<file path="config.mk">
export PLATFORM = sky130hd
export DESIGN_NAME = uart_mute_rx
export DESIGN_NICKNAME = d
export VERILOG_FILES = /design/src/rtl/uart_mute_rx_pkg.sv /design/src/rtl/uart_rx_sync.sv /design/src/rtl/uart_rx_framer.sv /design/src/rtl/uart_idle_det.sv /design/src/rtl/uart_mute_rx.sv
export SDC_FILE = /design/constraint.sdc
export NUM_CORES = 1
export LEC_CHECK = 0
export ABC_CLOCK_PERIOD_IN_PS = 5100
export BUFFER_PORTS_ARGS = -buffer_cell sky130_fd_sc_hd__buf_2
export CAP_MARGIN = 5
export CORE_ASPECT_RATIO = 1.75
export CORE_MARGIN = 2
export CORE_UTILIZATION = 47
export CTS_CLUSTER_SIZE = 16
export DETAILED_ROUTE_END_ITERATION = 12
export GPL_ROUTABILITY_DRIVEN = 0
export PLACE_DENSITY = 0.75
export SLEW_MARGIN = 40
export SYNTH_ARGS = -nofsm -noshare
export SYNTH_HDL_FRONTEND = slang
export SYNTH_SLANG_ARGS = --single-unit
</file>
<file path="constraint.sdc">
create_clock -name clk -period 5.1 [get_ports clk]
set_input_delay 1.53 -clock clk [delete_from_list [all_inputs] [get_ports clk]]
set_output_delay 1.53 -clock clk [all_outputs]
set_load 0.03 [all_outputs]
</file>
<file path="src/rtl/uart_mute_rx_pkg.sv">
package uart_mute_rx_pkg;
    typedef enum logic [2:0] {
        RX_IDLE,
        RX_START,
        RX_DATA,
        RX_PAR,
        RX_STOP
    } rx_state_e;
endpackage

</file>
<file path="src/rtl/uart_rx_sync.sv">
module uart_rx_sync #(
    parameter int STAGES = 2
) (
    input  logic clk,
    input  logic rst_n,
    input  logic din,
    output logic dout
);
    logic [STAGES-1:0] chain;

    always_ff @(posedge clk) begin
        if (!rst_n) chain <= '1;
        else        chain <= {chain[STAGES-2:0], din};
    end

    assign dout = chain[STAGES-1];
endmodule

</file>
<file path="src/rtl/uart_rx_framer.sv">
module uart_rx_framer
    import uart_mute_rx_pkg::*;
#(
    parameter int BIT_CLKS = 16,
    parameter int DATA_W   = 8
) (
    input  logic              clk,
    input  logic              rst_n,
    input  logic              clr,
    input  logic              rxd,
    input  logic              par_en,
    input  logic              par_odd,
    output logic              busy,
    output logic              done,
    output logic [DATA_W-1:0] data,
    output logic              par_err
);
    localparam int CW   = (BIT_CLKS > 2) ? $clog2(BIT_CLKS) : 1;
    localparam int IW   = (DATA_W > 2) ? $clog2(DATA_W) : 1;
    localparam int HALF = BIT_CLKS / 2;

    rx_state_e         state, state_nx;
    logic [CW-1:0]     cnt;
    logic [IW-1:0]     idx;
    logic              par_bit;
    logic              bit_tick;
    logic              half_tick;

    assign bit_tick  = (cnt == CW'(BIT_CLKS - 1));
    assign half_tick = (cnt == CW'(HALF - 1));

    // state register
    always_ff @(posedge clk) begin
        if (!rst_n || clr) state <= RX_IDLE;
        else               state <= state_nx;
    end

    always_comb begin
        state_nx = state;
        unique case (state)
            RX_IDLE:  if (!rxd) state_nx = RX_START;
            RX_START: if (half_tick) state_nx = rxd ? RX_IDLE : RX_DATA;
            RX_DATA:  if (bit_tick && idx == IW'(DATA_W - 1))
                          state_nx = par_en ? RX_PAR : RX_STOP;
            RX_PAR:   if (bit_tick) state_nx = RX_STOP;
            RX_STOP:  if (bit_tick) state_nx = RX_IDLE;
            default:  state_nx = RX_IDLE;
        endcase
    end

    // datapath: counters and shift register
    always_ff @(posedge clk) begin
        if (!rst_n || clr) begin
            cnt     <= '0;
            idx     <= '0;
            data    <= '0;
            par_bit <= 1'b0;
        end else begin
            if (state != state_nx || bit_tick) cnt <= '0;
            else                               cnt <= cnt + 1'b1;
            if (state == RX_DATA && bit_tick) begin
                data <= {rxd, data[DATA_W-1:1]};
                idx  <= idx + 1'b1;
            end
            if (state == RX_START) idx <= '0;
            if (state == RX_PAR && bit_tick) par_bit <= rxd;
        end
    end

    // outputs
    always_comb begin
        busy    = (state != RX_IDLE);
        done    = (state == RX_STOP) && bit_tick;
        par_err = par_en && ((^data ^ par_bit) != par_odd);
    end
endmodule

</file>
<file path="src/rtl/uart_idle_det.sv">
module uart_idle_det #(
    parameter int BIT_CLKS = 16,
    parameter int DATA_W   = 8
) (
    input  logic clk,
    input  logic rst_n,
    input  logic clr,
    input  logic rxd,
    input  logic busy,
    input  logic par_en,
    input  logic char_done,
    output logic idle_pulse
);
    localparam int LIM_PAR = (DATA_W + 3) * BIT_CLKS;
    localparam int LIM_NOP = (DATA_W + 2) * BIT_CLKS;
    localparam int CW      = $clog2(LIM_PAR + 1);

    logic [CW-1:0] cnt;
    logic [CW-1:0] limit;
    logic          armed;

    assign limit      = par_en ? CW'(LIM_PAR) : CW'(LIM_NOP);
    assign idle_pulse = armed && (cnt == limit);

    always_ff @(posedge clk) begin
        if (!rst_n || clr) begin
            cnt   <= '0;
            armed <= 1'b0;
        end else if (char_done) begin
            cnt   <= '0;
            armed <= 1'b1;
        end else if (busy || !rxd || idle_pulse) begin
            cnt <= '0;
            if (idle_pulse) armed <= 1'b0;
        end else if (cnt < limit) begin
            cnt <= cnt + 1'b1;
        end
    end
endmodule

</file>
<file path="src/rtl/uart_mute_rx.sv">
module uart_mute_rx #(
    parameter int BIT_CLKS = 16,
    parameter int DATA_W   = 8,
    parameter int ADDR_W   = 4
) (
    input  logic              clk,
    input  logic              rst_n,
    input  logic              rx_line,
    input  logic              cfg_rx_en,
    input  logic              cfg_par_en,
    input  logic              cfg_par_odd,
    input  logic              cfg_wake_addr,
    input  logic [ADDR_W-1:0] cfg_node_addr,
    input  logic              irq_par_en,
    input  logic              irq_full_en,
    input  logic              irq_idle_en,
    input  logic              mute_on_pulse,
    input  logic              mute_off_pulse,
    input  logic              rd_pulse,
    output logic [DATA_W-1:0] rd_data,
    output logic              st_full,
    output logic              st_ovr,
    output logic              st_par_err,
    output logic              st_idle,
    output logic              st_mute,
    output logic              irq
);
    logic              rxd_s;
    logic              fr_busy;
    logic              fr_done;
    logic [DATA_W-1:0] fr_data;
    logic              fr_perr;
    logic              idle_pulse;
    logic              is_addr;
    logic              addr_hit;
    logic              deliver;

    uart_rx_sync #(.STAGES(2)) u_sync (
        .clk (clk),
        .rst_n(rst_n),
        .din (rx_line),
        .dout(rxd_s)
    );

    uart_rx_framer #(.BIT_CLKS(BIT_CLKS), .DATA_W(DATA_W)) u_framer (
        .clk    (clk),
        .rst_n  (rst_n),
        .clr    (!cfg_rx_en),
        .rxd    (rxd_s),
        .par_en (cfg_par_en),
        .par_odd(cfg_par_odd),
        .busy   (fr_busy),
        .done   (fr_done),
        .data   (fr_data),
        .par_err(fr_perr)
    );

    uart_idle_det #(.BIT_CLKS(BIT_CLKS), .DATA_W(DATA_W)) u_idle (
        .clk       (clk),
        .rst_n     (rst_n),
        .clr       (!cfg_rx_en),
        .rxd       (rxd_s),
        .busy      (fr_busy),
        .par_en    (cfg_par_en),
        .char_done (fr_done),
        .idle_pulse(idle_pulse)
    );

    assign is_addr  = fr_data[DATA_W-1];
    assign addr_hit = (fr_data[ADDR_W-1:0] == cfg_node_addr);

    always_comb begin
        if (!fr_done || !cfg_rx_en)
            deliver = 1'b0;
        else if (st_mute)
            deliver = cfg_wake_addr && is_addr && addr_hit;
        else
            deliver = !(cfg_wake_addr && is_addr && !addr_hit);
    end

    // mute state
    always_ff @(posedge clk) begin
        if (!rst_n)                                  st_mute <= 1'b0;
        else if (mute_on_pulse)                      st_mute <= 1'b1;
        else if (mute_off_pulse)                     st_mute <= 1'b0;
        else if (fr_done && cfg_rx_en && cfg_wake_addr && is_addr)
                                                     st_mute <= !addr_hit;
        else if (idle_pulse && !cfg_wake_addr)       st_mute <= 1'b0;
    end

    // buffer and flags
    always_ff @(posedge clk) begin
        if (!rst_n) begin
            rd_data    <= '0;
            st_full    <= 1'b0;
            st_ovr     <= 1'b0;
            st_par_err <= 1'b0;
            st_idle    <= 1'b0;
        end else begin
            if (rd_pulse) begin
                st_full    <= 1'b0;
                st_ovr     <= 1'b0;
                st_par_err <= 1'b0;
                st_idle    <= 1'b0;
            end
            if (idle_pulse) st_idle <= 1'b1;
            if (deliver) begin
                if (st_full && !rd_pulse) begin
                    st_ovr <= 1'b1;
                end else begin
                    rd_data    <= fr_data;
                    st_full    <= 1'b1;
                    st_par_err <= fr_perr;
                end
            end
        end
    end

    assign irq = (st_par_err && irq_par_en)
               || ((st_full || st_ovr) && irq_full_en)
               || (st_idle && irq_idle_en);
endmodule

</file>
==> flow_metrics.py <==
metrics = {
    "run_status": {
        "status": "completed",
    },
    "worst_hold_path": {
        "hold_path.class": "register to register",
        "hp-start": "u_sync.chain[0]$_SDFF_PN1_",
        "hold_path_depth": 1,
    },
    "synthesis": {
        "synth_area_leaders": "dfxtp_1, xnor2_1, nand2_1, mux2i_1, nor2_1",
        "syn_inst": 232,
        "ys_seq_elements": 43,
        "ys_seq_area_frac": 0.420,
        "synth.distinct_cells": 40,
        "yosysWarnings": 0,
        "syn_area_per_cell_um2": 8.84,
        "synth_enable_flop_cells": 0,
        "yosysTopAreaCell": "dfxtp_1",
        "syn-cell-area_um2": 2050,
        "synth_nets": 255,
        "ys.flop_type": "dfxtp_1",
        "synth_top_area_share": 0.420,
        "async_flop_share": 0,
    },
    "drt": {
        "drt_iter0_drc": 17,
        "drcViolationCount": 0,
        "wl_um": 3790,
        "drtPass1Iterations": 4,
        "ant_nets": 0,
        "vias_per_cell": 5.27,
        "wire_per_inst_um": 12.3,
        "vias": 1623,
    },
    "sta": {
        "hold_viol": 0,
        "setup_viol": 0,
        "fmax_ghz": 0.280,
        "period_minus_slack_ns": 3.57,
        "tightest_slew_ns": 0.600,
        "fin_crit_sh": 0.700,
        "slew_viol_final": 0,
        "holdWs_ns": 0.427,
        "fin_tns_setup_ns": 0,
        "rsz0062_at_grt": "false",
        "fin_skew_ns": 0.00825,
        "slew_headroom": 0.599,
    },
    "setup_path": {
        "r2r_start": "u_framer.cnt[0]$_SDFF_PP0_",
        "crit_fanout": 1,
        "cp_slowest_stage_delay_ns": 0.18,
        "crit_start": "irq_par_en",
        "crit_chain": "buf_2 > a22oi_1 > nand2_1 > buf_2",
        "reg2reg_depth": 6,
        "crit_path_frequent_cell": "buf_2",
        "arrival_ns": 2.04,
        "crit_slowest_cell": "a22oi_1",
        "cp-end-kind": "output pin",
        "cp.required_ns": 3.57,
        "critPathKind": "input port to output pin",
        "cp-start-kind": "input port",
    },
    "floorplan": {
        "core_um2": 4150,
        "die_w_um": 53.9,
        "initial_core_util": 0.494,
        "die-area_um2": 4930,
        "row_count": 31,
        "die_h_um": 91.4,
        "boundaryPins": 31,
    },
    "job": {
        "drv_cap": 0,
    },
    "clock_network": {
        "postCtsSetupBuffers": 0,
        "hold_buffers": 0,
        "cts_resized": 0,
        "cts-root-buf": "clkbuf_8",
        "clock_path_buffers": 2,
        "path_clk_slew_ns": 0.08,
        "clk-insertion-delay-late_ns": 0.30,
        "cts_tree": "yes",
        "cts_buffers": 5,
        "htree_levels": 2,
        "clock_sinks": 43,
    },
    "layout": {
        "layout.nets": 281,
        "final_cells": 308,
        "antenna_cells": 0,
        "drive_gt1_frac": 0.162,
        "area_growth_pct": 11.5,
    },
    "global_routing": {
        "grt_usage": 0.170,
        "grt_pass1_wl_um": 6270,
        "grt_max_degree": 27,
        "grt_pass1_vias": 1473,
        "grt-ovfl-total": 0,
        "antenna_found_initial": 0,
    },
    "placement": {
        "dp_hpwl_um": 2820,
        "port-buffer-count": 30,
        "dp_cells": 300,
    },
    "pwr": {
        "power_density_nw_per_um2": 254,
        "vdd_drop_max_uv": 176,
        "p_leak_nw": 0.929,
    },
}
[cell type report]
| type | instances | area [um^2] |
|---|---|---|
| inverters | 8 | 30.0 |
| flip-flops and latches | 43 | 861 |
| repair buffers | 30 | 150 |
| well taps | 49 | 61.3 |
| clock inverters | 2 | 12.5 |
| multi-input cells | 170 | 1100 |
| fillers | 397 | 1860 |
| clock buffers | 6 | 72.6 |
[report_power, final]
group / internal, mW / total (mW) / switching [mW]
Clock: 0.0957 / 0.210 / 0.114
Sequential: 0.338 / 0.341 / 0.00278
Combinational: 0.0125 / 0.0295 / 0.0170
Total: 0.447 / 0.580 / 0.134
[routing by layer]
| metal | part of all wire | vias up | track usage | wire [um] |
|---|---|---|---|---|
| met1 | 0.42 | 737 | 0.183 | 1600 |
| met5 | 0 | - | 0 | 0 |
| met4 | 0.027 | 0 | 0.103 | 102 |
| met3 | 0.047 | 8 | 0.0378 | 179 |
| li1 | - | 846 | - | - |
| met2 | 0.50 | 32 | 0.284 | 1910 |
[logic make-up (layout without fill, tap and decap cells)]
| logic type | after synthesis | after routing | share of synthesized area |
|---|---|---|---|
| and+or+nand+nor | 95 | 95 | 0.224 |
| AOI/OAI and AO/OA | 35 | 35 | 0.123 |
| adders and majority gates | 6 | 6 | 0.0366 |
| muxes | 11 | 11 | 0.0537 |
| xor gates and xnor gates | 23 | 23 | 0.0982 |
| buffers and inverters | 19 | 46 | 0.0445 |
| DFF | 43 | 43 | 0.420 |
[cell usage in the layout, fill, tap and decap left out, types with 2 or more instances in the layout]
master | synthesis | final
dfxtp_1 | 43 | 43
nand2_1 | 33 | 33
buf_2 | 4 | 30
nor2_1 | 23 | 23
xnor2_1 | 17 | 17
a21oi_1 | 14 | 14
nand3_1 | 12 | 12
mux2i_1 | 11 | 11
inv_1 | 8 | 8
nand4_1 | 7 | 7
xor2_1 | 6 | 6
ha_1 | 6 | 6
clkbuf_8 | 0 | 5
nor2b_1 | 4 | 4
o21ai_0 | 3 | 3
and3_1 | 3 | 3
nand2b_1 | 3 | 3
and2_1 | 3 | 3
a32oi_1 | 2 | 2
a31oi_1 | 2 | 2
nor3b_1 | 2 | 2
a21boi_0 | 2 | 2
[critical path, delay by kind of cell]
kind,cells,cell delay [ns]
simple gates,1,0.06
compound gates,1,0.18
buf+inv,2,0.27
[state kept, by name (all words and copies together) (netlist names)]
signal,cells
st_ovr,1
u_framer.idx,3
st_par_err,1
u_framer.cnt,4
u_framer.par_bit,1
u_framer.data,8
u_framer.state,3
rd_data,8
st_mute,1
st_idle,1
u_idle.cnt,8
u_sync.chain,2
st_full,1
u_idle.armed,1
[final timing paths]
kind / slack, ns / end
max: 1.53 / irq
min: 0.43 / u_sync.chain[1]$_SDFF_PN1_
max reg2reg: 2.78 / st_par_err$_SDFF_PN0_
min reg2reg: 0.43 / u_sync.chain[1]$_SDFF_PN1_
[Yosys cell counts, types with 3 or more instances]
cell type	instances
a21oi_1	14
and2_1	3
and3_1	3
buf_2	4
clkbuf_1	5
dfxtp_1	43
ha_1	6
inv_1	8
mux2i_1	11
nand2_1	33
nand2b_1	3
nand3_1	12
nand4_1	7
nor2_1	23
nor2b_1	4
o21ai_0	3
xnor2_1	17
xor2_1	6
[metrics by stage]
step / util / setup slack [ns] / total power, mW / area, um^2
after CTS: 0.551 / 1.51 / 0.590 / 2290
final: 0.551 / 1.53 / 0.580 / 2290
after floorplan: - / 1.69 / 0.367 / 2050
after detailed placement: 0.531 / 1.52 / 0.379 / 2200
after global routing: 0.551 / 1.46 / 0.604 / 2290
after global placement: 0.531 / 1.53 / 0.378 / 2200
No activity file was read; power rests on OpenSTA's default activity.
